## src/rtl/flash_op_pkg.sv

```systemverilog
package flash_op_pkg;

    typedef enum logic [1:0] {
        OP_NONE    = 2'b00,
        OP_BULK    = 2'b01,
        OP_SECTOR  = 2'b10,
        OP_PROTECT = 2'b11
    } op_code_e;

    typedef enum logic [1:0] {
        SEL_OP   = 2'd0,
        SEL_STAT = 2'd1,
        SEL_ISR  = 2'd2,
        SEL_MASK = 2'd3
    } reg_sel_e;

    // field positions inside the operation word
    localparam int unsigned WEN_BIT   = 3;
    localparam int unsigned PSET_BIT  = 4;
    localparam int unsigned SEC_LSB   = 8;
    // status word layout
    localparam int unsigned ST_BUSY   = 0;
    localparam int unsigned ST_WEL    = 1;
    localparam int unsigned ST_PROT   = 16;

endpackage

```

## src/rtl/op_sequencer.sv

```systemverilog
module op_sequencer
    import flash_op_pkg::*;
#(
    parameter int unsigned SEC_W  = 16,
    parameter int unsigned PROT_N = 16
) (
    input  logic              clk,
    input  logic              rst_n,
    input  logic              op_wr,
    input  op_code_e          cmd,
    input  logic              wen,
    input  logic              pset,
    input  logic [SEC_W-1:0]  sector,
    input  logic              busy,
    output logic              wel,
    output logic [PROT_N-1:0] prot,
    output logic              issue,
    output logic              issue_bulk,
    output logic              illegal
);
    localparam int unsigned IDX_W = (PROT_N > 1) ? $clog2(PROT_N) : 1;

    typedef struct packed {
        logic              wel;
        logic [PROT_N-1:0] prot;
    } seq_t;

    seq_t s_d, s_q;
    logic [IDX_W-1:0] idx;

    assign idx = sector[IDX_W-1:0];

    always_comb begin
        s_d        = s_q;
        issue      = 1'b0;
        issue_bulk = 1'b0;
        illegal    = 1'b0;
        if (op_wr && !busy) begin
            case (cmd)
                OP_NONE: begin
                    if (wen) s_d.wel = 1'b1;
                end
                OP_SECTOR: begin
                    if (s_q.wel) begin
                        s_d.wel = 1'b0;
                        if (s_q.prot[idx]) illegal = 1'b1;
                        else               issue   = 1'b1;
                    end
                end
                OP_BULK: begin
                    if (s_q.wel) begin
                        s_d.wel = 1'b0;
                        if (|s_q.prot) begin
                            illegal = 1'b1;
                        end else begin
                            issue      = 1'b1;
                            issue_bulk = 1'b1;
                        end
                    end
                end
                OP_PROTECT: begin
                    if (s_q.wel) begin
                        s_d.wel       = 1'b0;
                        s_d.prot[idx] = pset;
                    end
                end
                default: ;
            endcase
        end
    end

    always_ff @(posedge clk or negedge rst_n) begin
        if (!rst_n) s_q <= '0;
        else        s_q <= s_d;
    end

    assign wel  = s_q.wel;
    assign prot = s_q.prot;

    p_latch_from_plain_write_r2: assert property (@(posedge clk) disable iff (!rst_n)
        $rose(s_q.wel) |-> $past(op_wr) && $past(cmd) == OP_NONE);

    p_no_action_unarmed_r3: assert property (@(posedge clk) disable iff (!rst_n)
        (!s_q.wel) |-> !issue && !illegal);

    p_latch_drops_on_issue_r4: assert property (@(posedge clk) disable iff (!rst_n)
        issue |=> !s_q.wel);

    p_latch_drops_on_illegal_r7: assert property (@(posedge clk) disable iff (!rst_n)
        illegal |=> !s_q.wel);

    p_busy_freezes_state_r10: assert property (@(posedge clk) disable iff (!rst_n)
        (op_wr && busy) |=> $stable(s_q));

endmodule

```

## src/rtl/req_port.sv

```systemverilog
module req_port #(
    parameter int unsigned SEC_W = 16
) (
    input  logic             clk,
    input  logic             rst_n,
    input  logic             issue,
    input  logic             issue_bulk,
    input  logic [SEC_W-1:0] issue_sector,
    input  logic             eng_ready,
    input  logic             eng_done,
    output logic             eng_valid,
    output logic             eng_bulk,
    output logic [SEC_W-1:0] eng_sector,
    output logic             busy
);
    typedef struct packed {
        logic             pend;
        logic             busy;
        logic             bulk;
        logic [SEC_W-1:0] sector;
    } req_t;

    req_t r_d, r_q;

    always_comb begin
        r_d = r_q;
        if (issue) begin
            r_d.pend   = 1'b1;
            r_d.busy   = 1'b1;
            r_d.bulk   = issue_bulk;
            r_d.sector = issue_sector;
        end else begin
            if (r_q.pend && eng_ready) r_d.pend = 1'b0;
            if (r_q.busy && !r_q.pend && eng_done) r_d.busy = 1'b0;
        end
    end

    always_ff @(posedge clk or negedge rst_n) begin
        if (!rst_n) r_q <= '0;
        else        r_q <= r_d;
    end

    assign eng_valid  = r_q.pend;
    assign eng_bulk   = r_q.bulk;
    assign eng_sector = r_q.sector;
    assign busy       = r_q.busy;

    p_hold_until_ready_r10: assert property (@(posedge clk) disable iff (!rst_n)
        (eng_valid && !eng_ready) |=> eng_valid && $stable(eng_sector) && $stable(eng_bulk));

    p_valid_inside_busy_r10: assert property (@(posedge clk) disable iff (!rst_n)
        eng_valid |-> busy);

    p_issue_raises_valid_r4: assert property (@(posedge clk) disable iff (!rst_n)
        issue |=> eng_valid);

endmodule

```

## src/rtl/int_regs.sv

```systemverilog
module int_regs (
    input  logic clk,
    input  logic rst_n,
    input  logic illegal,
    input  logic isr_wr,
    input  logic mask_wr,
    input  logic wbit,
    output logic isr,
    output logic mask,
    output logic irq
);
    typedef struct packed {
        logic isr;
        logic mask;
    } ir_t;

    ir_t i_d, i_q;

    always_comb begin
        i_d = i_q;
        if (isr_wr && wbit) i_d.isr = 1'b0;
        if (illegal)        i_d.isr = 1'b1;   // a new event wins over a clear
        if (mask_wr)        i_d.mask = wbit;
    end

    always_ff @(posedge clk or negedge rst_n) begin
        if (!rst_n) i_q <= '0;
        else        i_q <= i_d;
    end

    assign isr  = i_q.isr;
    assign mask = i_q.mask;
    assign irq  = i_q.isr & i_q.mask;

    p_illegal_sets_flag_r7: assert property (@(posedge clk) disable iff (!rst_n)
        illegal |=> isr);

    p_one_clears_flag_r8: assert property (@(posedge clk) disable iff (!rst_n)
        (isr_wr && wbit && !illegal) |=> !isr);

    p_zero_keeps_flag_r8: assert property (@(posedge clk) disable iff (!rst_n)
        (isr && isr_wr && !wbit) |=> isr);

    p_masked_quiet_r9: assert property (@(posedge clk) disable iff (!rst_n)
        !mask |-> !irq);

endmodule

```

## src/rtl/flash_op_regs.sv

```systemverilog
module flash_op_regs
    import flash_op_pkg::*;
#(
    parameter int unsigned ADDR_W = 5,
    parameter int unsigned DATA_W = 32,
    parameter int unsigned SEC_W  = 16,
    parameter int unsigned PROT_N = 16
) (
    input  logic              clk,
    input  logic              rst_n,
    input  logic              bus_wr,
    input  logic              bus_rd,
    input  logic [ADDR_W-1:0] bus_addr,
    input  logic [DATA_W-1:0] bus_wdata,
    output logic [DATA_W-1:0] bus_rdata,
    output logic              eng_valid,
    input  logic              eng_ready,
    output logic              eng_bulk,
    output logic [SEC_W-1:0]  eng_sector,
    input  logic              eng_done,
    output logic              irq
);
    logic              mapped;
    reg_sel_e          sel;
    logic              op_wr, isr_wr, mask_wr;
    logic              wel, busy, issue, issue_bulk, illegal, isr, mask;
    logic [PROT_N-1:0] prot;
    logic [DATA_W-1:0] stat_word;
    logic              unused_wdata;

    assign unused_wdata = ^bus_wdata;

    assign mapped  = (bus_addr[ADDR_W-1:4] == '0);
    assign sel     = reg_sel_e'(bus_addr[3:2]);
    assign op_wr   = bus_wr && mapped && (sel == SEL_OP);
    assign isr_wr  = bus_wr && mapped && (sel == SEL_ISR);
    assign mask_wr = bus_wr && mapped && (sel == SEL_MASK);

    op_sequencer #(.SEC_W(SEC_W), .PROT_N(PROT_N)) u_seq (
        .clk        (clk),
        .rst_n      (rst_n),
        .op_wr      (op_wr),
        .cmd        (op_code_e'(bus_wdata[1:0])),
        .wen        (bus_wdata[WEN_BIT]),
        .pset       (bus_wdata[PSET_BIT]),
        .sector     (bus_wdata[SEC_LSB +: SEC_W]),
        .busy       (busy),
        .wel        (wel),
        .prot       (prot),
        .issue      (issue),
        .issue_bulk (issue_bulk),
        .illegal    (illegal)
    );

    req_port #(.SEC_W(SEC_W)) u_req (
        .clk          (clk),
        .rst_n        (rst_n),
        .issue        (issue),
        .issue_bulk   (issue_bulk),
        .issue_sector (bus_wdata[SEC_LSB +: SEC_W]),
        .eng_ready    (eng_ready),
        .eng_done     (eng_done),
        .eng_valid    (eng_valid),
        .eng_bulk     (eng_bulk),
        .eng_sector   (eng_sector),
        .busy         (busy)
    );

    int_regs u_int (
        .clk     (clk),
        .rst_n   (rst_n),
        .illegal (illegal),
        .isr_wr  (isr_wr),
        .mask_wr (mask_wr),
        .wbit    (bus_wdata[0]),
        .isr     (isr),
        .mask    (mask),
        .irq     (irq)
    );

    always_comb begin
        stat_word                   = '0;
        stat_word[ST_BUSY]          = busy;
        stat_word[ST_WEL]           = wel;
        stat_word[ST_PROT +: PROT_N] = prot;
    end

    always_comb begin
        bus_rdata = '0;
        if (bus_rd && mapped) begin
            case (sel)
                SEL_STAT: bus_rdata = stat_word;
                SEL_ISR:  bus_rdata[0] = isr;
                SEL_MASK: bus_rdata[0] = mask;
                default:  bus_rdata = '0;
            endcase
        end
    end

    p_unmapped_inert_r11: assert property (@(posedge clk) disable iff (!rst_n)
        (bus_wr && !mapped) |=> $stable(mask) && $stable(wel) && $stable(prot));

endmodule

```

## config.mk

```make
export PLATFORM = sky130hd
export DESIGN_NAME = flash_op_regs
export DESIGN_NICKNAME = d
export VERILOG_FILES = /design/src/rtl/flash_op_pkg.sv /design/src/rtl/op_sequencer.sv /design/src/rtl/req_port.sv /design/src/rtl/int_regs.sv /design/src/rtl/flash_op_regs.sv
export SDC_FILE = /design/constraint.sdc
export NUM_CORES = 1
export LEC_CHECK = 0
export ABC_AREA = 0
export BUFFER_PORTS_ARGS = -buffer_cell sky130_fd_sc_hd__buf_2
export CAP_MARGIN = 30
export CORE_ASPECT_RATIO = 1.2
export CORE_MARGIN = 1
export CORE_UTILIZATION = 43
export CTS_CLUSTER_DIAMETER = 40
export DETAILED_ROUTE_END_ITERATION = 7
export HOLD_SLACK_MARGIN = 0.12
export PLACE_DENSITY = 0.76
export SLEW_MARGIN = 20
export SYNTH_ARGS = -nofsm -noshare
export SYNTH_HDL_FRONTEND = slang
export SYNTH_SLANG_ARGS = --single-unit
```

## constraint.sdc

```tcl
create_clock -name clk -period 2.2 [get_ports clk]
set_input_delay 0 -clock clk [delete_from_list [all_inputs] [get_ports clk]]
set_output_delay 0 -clock clk [all_outputs]
set_load 0.05 [all_outputs]
```

**After elaboration in Yosys (flattened, before gate mapping)**

Index checks and enable logic that the tools add are counted.

- Logic and storage cells: 70
- Input bits: 43
- Output and inout bits: 51
- Bits in registers: 38

- Order comparisons: 2
- Mux-type cells: 29
- Reductions and logical operators: 22
- Equal/unequal tests: 7
- Bitwise operators: 2

Operators by type and width:

| kind | count |
|---|---|
| $mux 32 | 1 |
| $mux 31 | 1 |
| $mux 1 | 19 |
| $bwmux 16 | 1 |
| $reduce_or 16->1 | 1 |
| $logic_and 1x1->1 | 11 |
| $eq 2x2->1 const B | 4 |
| $pmux 1 s3 | 2 |
| $reduce_bool 2->1 | 3 |
| $lt 4x5->1 const B | 1 |
| $bmux 1 s4 | 1 |
| $demux 1 s4 | 1 |
| $eq 2x1->1 const B | 2 |
| $ge 4x1->1 const B | 1 |
| $logic_not 2->1 | 2 |
| $pmux 1 s2 | 2 |
| $reduce_and 3->1 | 1 |
| $logic_not 1->1 | 2 |
| $mux 2 | 1 |
| $ne 2x2->1 const B | 1 |
| $reduce_and 2->1 | 1 |
| $reduce_or 2->1 | 1 |
| $and 1x1->1 | 1 |
| $not 1->1 | 1 |

**Depth between registers and ports, before layout**

- Depth in word-level cells: 7
- Gate-level depth with buffers: 9
- Mapped depth without buffers: 7

**By module**

From an unflattened synthesis, not the netlist that was laid out.

- Cell total of the unflattened synthesis: 189
- Area total of the unflattened synthesis: 2234.6 um^2

By module, submodules not included:

| module | seq. area each (um^2) | times used | area each (um^2) | cells each |
|---|---|---|---|---|
| op_sequencer | 425.4 | 1 | 1087.3 | 100 |
| req_port | 475.5 | 1 | 755.7 | 42 |
| flash_op_regs | 0.0 | 1 | 309.0 | 41 |
| int_regs | 50.0 | 1 | 82.6 | 6 |

**Worst setup path after synthesis**

Ideal clock, no wire load.

- Path kind: reg2reg
- Start point: reg u_seq.s_q, in the netlist u_seq.prot[7]
- End point: reg u_req.r_q, in the netlist u_req.eng_sector[0]
- Data arrival time: 2.106 ns
- Required time: 2.075 ns
- Stages on the path, launching flop included: 8
- Path slack: -0.032 ns
- Path buffers: 2
- Clock period less this slack: 2.232 ns
- Library setup time: 0.125 ns
- Path through: dfrtp_1 > mux2_2 > mux4_2 > nor4b_4 > a311o_2 > buf_6 > buf_12 > mux2_4

- Longest elaborated chain between the ends: 6
- Elaborated cells on any way between the ends: 9
- Those cells by class: 8 x mux; 1 x reduce/logical

RTL lines:

| element | RTL line | source |
|---|---|---|
| start: declaration | op_sequencer.sv:28 | `seq_t s_d, s_q;` |
| start signal: assignment | op_sequencer.sv:73 | `if (!rst_n) s_q <= '0;` |
| start signal: assignment | op_sequencer.sv:74 | `else s_q <= s_d;` |
| $bmux 1 s4 | op_sequencer.sv:46 | `if (s_q.prot[idx]) illegal = 1'b1;` |
| $mux 1 (not written as such) | op_sequencer.sv:46 |  |
| $mux 1 | op_sequencer.sv:46 |  |
| $mux 1 | op_sequencer.sv:44 | `if (s_q.wel) begin` |
| $pmux 1 s2 * | op_sequencer.sv:39 | `case (cmd)` |
| $mux 1 * | op_sequencer.sv:38 | `if (op_wr && !busy) begin` |
| end signal: assignment | req_port.sv:40 | `else r_q <= r_d;` |
| end: declaration | req_port.sv:23 | `req_t r_d, r_q;` |

Mark *: on every way between the ends. The rest lies on a longest branch, timed or not. The select of a mux whose other input is x is not followed.
A chain may end at the register's enable or synchronous reset.

**Worst setup path in the final report**

- Start point: reg u_seq.s_q, in the netlist u_seq.prot[5]
- End point: reg u_req.r_q, in the netlist u_req.eng_sector[7]

Same word-level chain as after synthesis.

==> results.md <==
* Cell mode on critical path: mux2_4
* Logic pwr share at 22.8%
* Period utilisation layout at 101%
* Final Non-Filler Cells at 371
* Final setup fails at 7
* Minimum clock period at 2.22 ns
* Final layout net count at 359
* Failing checks: setup timing
* CTS Sinks at 38
* CP endpoint kind: register
* Ranking of synthesized cells by area: dfrtp_1, mux2_2, mux2_4
* Outcome: finished with violations
* Initial Util at 45.0%
* Chip Width at 67.8 um
* Sequential element share of the synthesized area at 42.5%
* Most frequent cells in the layout: buf_2, dfrtp_1, dlygate4sd3_1, buf_4
* Post-route ant nets at 0
* Reg2Reg Setup Slack at -0.02 ns
* Design Area, Final at 3090 um^2
* Total CTS buffers at 5
* Hold endpoint: u_req.eng_sector[1]$_DFFE_PN0P_
* FFs w/ async S/R, synth at 100%
* CP max stage delay at 0.50 ns
* Initial antenna violation count at 0
* Vias/cell at 4.81
* Starting DRT DRC Count at 110
* Critical Path Start Type: register
* Vias in the first global route at 1788
* DIE AREA at 5500 um^2
* PD cells at 571 nW/um^2
* Max Slew Vio Count at 0
* Main synth FF type: dfrtp_1
* CP Data Required Time at 2.37 ns
* Gr ovfl total at 0
* Int Power at 1.24 mW
* Crit path DAT at 2.39 ns
* Maximum VDD drop at 369 uV
* Final hold vios at 0
* IO buf count at 65
* Max-slew headroom at 44.7%
* Final worst clock skew at 0.00599 ns
* Row cnt at 28
* Dpl hpwl at 3430 um
* HP Class: in -> reg
* Hold wc startpoint: bus_wdata[9]
* DRT Wirelength at 4970 um
* Total power at 1.77 mW
* Dpl cells at 335
* Dpl cell area at 2650 um^2
* CTS tree: done
* Worst reg2reg path startpoint: u_seq.prot[5]$_DFFE_PN0P_
* Mapped Avg Cell Area at 11.0 um^2
* Sequential power share at 43.4%
* H-tree depth at 2
* WHS Path Cells at 3
* Leak at 1.68 nW
* Yosys reg bits at 38
* FILL cells at 413
* Remaining DRCs at 0
* Ports at 94
* Drt wl/cell at 13.4 um
* Synth area leader: dfrtp_1
* Post-synthesis cell count at 203
* Clock Power Share at 33.8%
* Global-route total usage across every layer at 19.3%
* Worst path cell trace: mux2_4, mux4_2, nor4b_4, a311o_2, clkbuf_16, mux2_4
* CTS root buf: clkbuf_8
* RSZ-0062 raised after global routing: true
* Inserted Diodes at 0
* Slowest cell on crit path: mux4_2
* Largest net degree at the start of global routing at 39
* Deepest clock path buffer count at 2
* Post-synth EDFFs at 0
* Synth Cell Area at 2240 um^2
* Max-Cap Viols at 0
* CORE AREA at 4970 um^2
* Area added between synthesis and finish at 38.3%
* TNS Setup at -0.101 ns
* Routed via count at 1786
* Share of cells above drive strength 1 at 43.7%
* Yosys cell types at 35
* Fmax achieved at 451 MHz
* Commonest non-fill, non-tap cell in the layout: buf_2
* Initial DRT Pass Iterations at 4
* Worst r2r path cells at 6
* P_sw at 525 uW
* Switching share of power at 29.7%
* Crit path max fanout at 8
* Worst-Skew Late Latency at 0.29 ns
* Clk slew on worst S/H paths at 0.07 ns
* Setup ws final at -0.0169 ns
* Synth warn at 0
* First-pass GRT wire length at 7920 um
* Top cell type's share of synthesized area at 42.5%
* Slew @ Worst Pin at 0.830 ns
* Die H at 81.0 um
* Gpl congestion at 0.838
* Critical path type: reg -> reg
* Crit Reg-Reg Endpoint: u_req.eng_sector[7]$_DFFE_PN0P_
[worst max path at each step]
stage | from | endpoint | slack [ns] | depth (start not counted)
3_5_place_dp | u_seq.prot[5]$_DFFE_PN0P_ | u_req.eng_sector[13]$_DFFE_PN0P_ | -0.06 | 6
5_1_grt | u_seq.prot[0]$_DFFE_PN0P_ | u_req.eng_sector[7]$_DFFE_PN0P_ | -0.1 | 6
4_1_cts | u_seq.prot[5]$_DFFE_PN0P_ | u_req.eng_sector[13]$_DFFE_PN0P_ | -0.03 | 6
6_report | u_seq.prot[5]$_DFFE_PN0P_ | u_req.eng_sector[7]$_DFFE_PN0P_ | -0.02 | 6
3_3_place_gp | u_seq.prot[4]$_DFFE_PN0P_ | u_req.eng_sector[13]$_DFFE_PN0P_ | -0.006 | 6
2_1_floorplan | u_seq.prot[7]$_DFFE_PN0P_ | u_req.eng_sector[0]$_DFFE_PN0P_ | -0.03 | 7
[per-stage QoR]
step | setup WS, ns | util, % | hold slack [ns]
CTS | -0.0311 | 61.9 | 0.150
global placement | -0.00603 | 53.3 | 0.147
floorplan | -0.0272 | - | -0.296
global route | -0.0983 | 62.2 | 0.168
finish | -0.0169 | 62.2 | 0.149
detailed placement | -0.0630 | 53.3 | 0.149
[flip-flops by register name (all words and copies together), names as in the netlist]
register and count:
u_seq.wel 1, u_req.busy 1, u_req.eng_sector 16, u_seq.prot 16
u_req.eng_valid 1, u_req.eng_bulk 1, u_int.isr 1, u_int.mask 1
[critical path, delay by kind of cell (launching register included)]
family / cells / cell delay, ns
AOI/OAI and AO/OA: 1 / 0.22
and+or+nand+nor: 1 / 0.25
buffers and inverters: 1 / 0.18
DFF: 1 / 0.39
muxes: 3 / 1.05
[what timing repair did]
action	CTS	global route
setup endpoints to repair	15	17
hold endpoints to repair	56	0
resized for setup	10	2
buffers inserted	4	2
cloned	1	0
pin swaps	2	0
hold buffers	22	0
[Yosys cell counts, drive strengths merged (2+ instances only)]
cell type,n
and2,19
ha,5
mux2i,5
nor3b,4
a21o,3
nand3b,2
clkbuf,4
o21ai,3
inv,6
mux2,36
a31oi,2
nand2b,2
nor4b,2
nor2,7
nand2,19
dfrtp,38
buf,19
nor4,2
nand4,3
nand3,10
nor3,3
[power by group through the flow]
stage / Sequential, mW / Combinational (mW) / Clock, mW
3_5_place_dp: 0.778 / 0.361 / 0
3_3_place_gp: 0.776 / 0.356 / 0
6_report: 0.766 / 0.403 / 0.597
4_1_cts: 0.765 / 0.403 / 0.616
5_1_grt: 0.769 / 0.431 / 0.647
2_1_floorplan: 0.882 / 0.174 / 0
[logic make-up after synthesis]
| family | after synthesis | share of synthesized area, % |
|---|---|---|
| compound gates | 10 | 3.19 |
| fa+ha+maj | 5 | 2.80 |
| buf+inv | 29 | 8.72 |
| flops | 38 | 42.5 |
| mux | 42 | 22.7 |
| other cells | 1 | 0.168 |
| simple gates | 78 | 19.9 |
[layer usage]
layer	track usage [%]	part of all wire (%)	wire length [um]
met1	23.2	43	2120
met4	7.08	1.5	72
met2	33.8	52	2600
met5	0	0	0
met3	3.51	3.6	177
[final cells by class]
class,count,area (um^2),share of cell area [%]
Sequential cell,38,951,30.7
Clock buffer,6,82.6,2.67
Tap cell,60,75.1,2.43
Inverter,6,22.5,0.728
Clock inverter,1,30.0,0.970
Timing Repair Buffer,111,756,24.4
Multi-Input combinational cell,149,1180,38.1
Power figures use the tool's default switching activity.
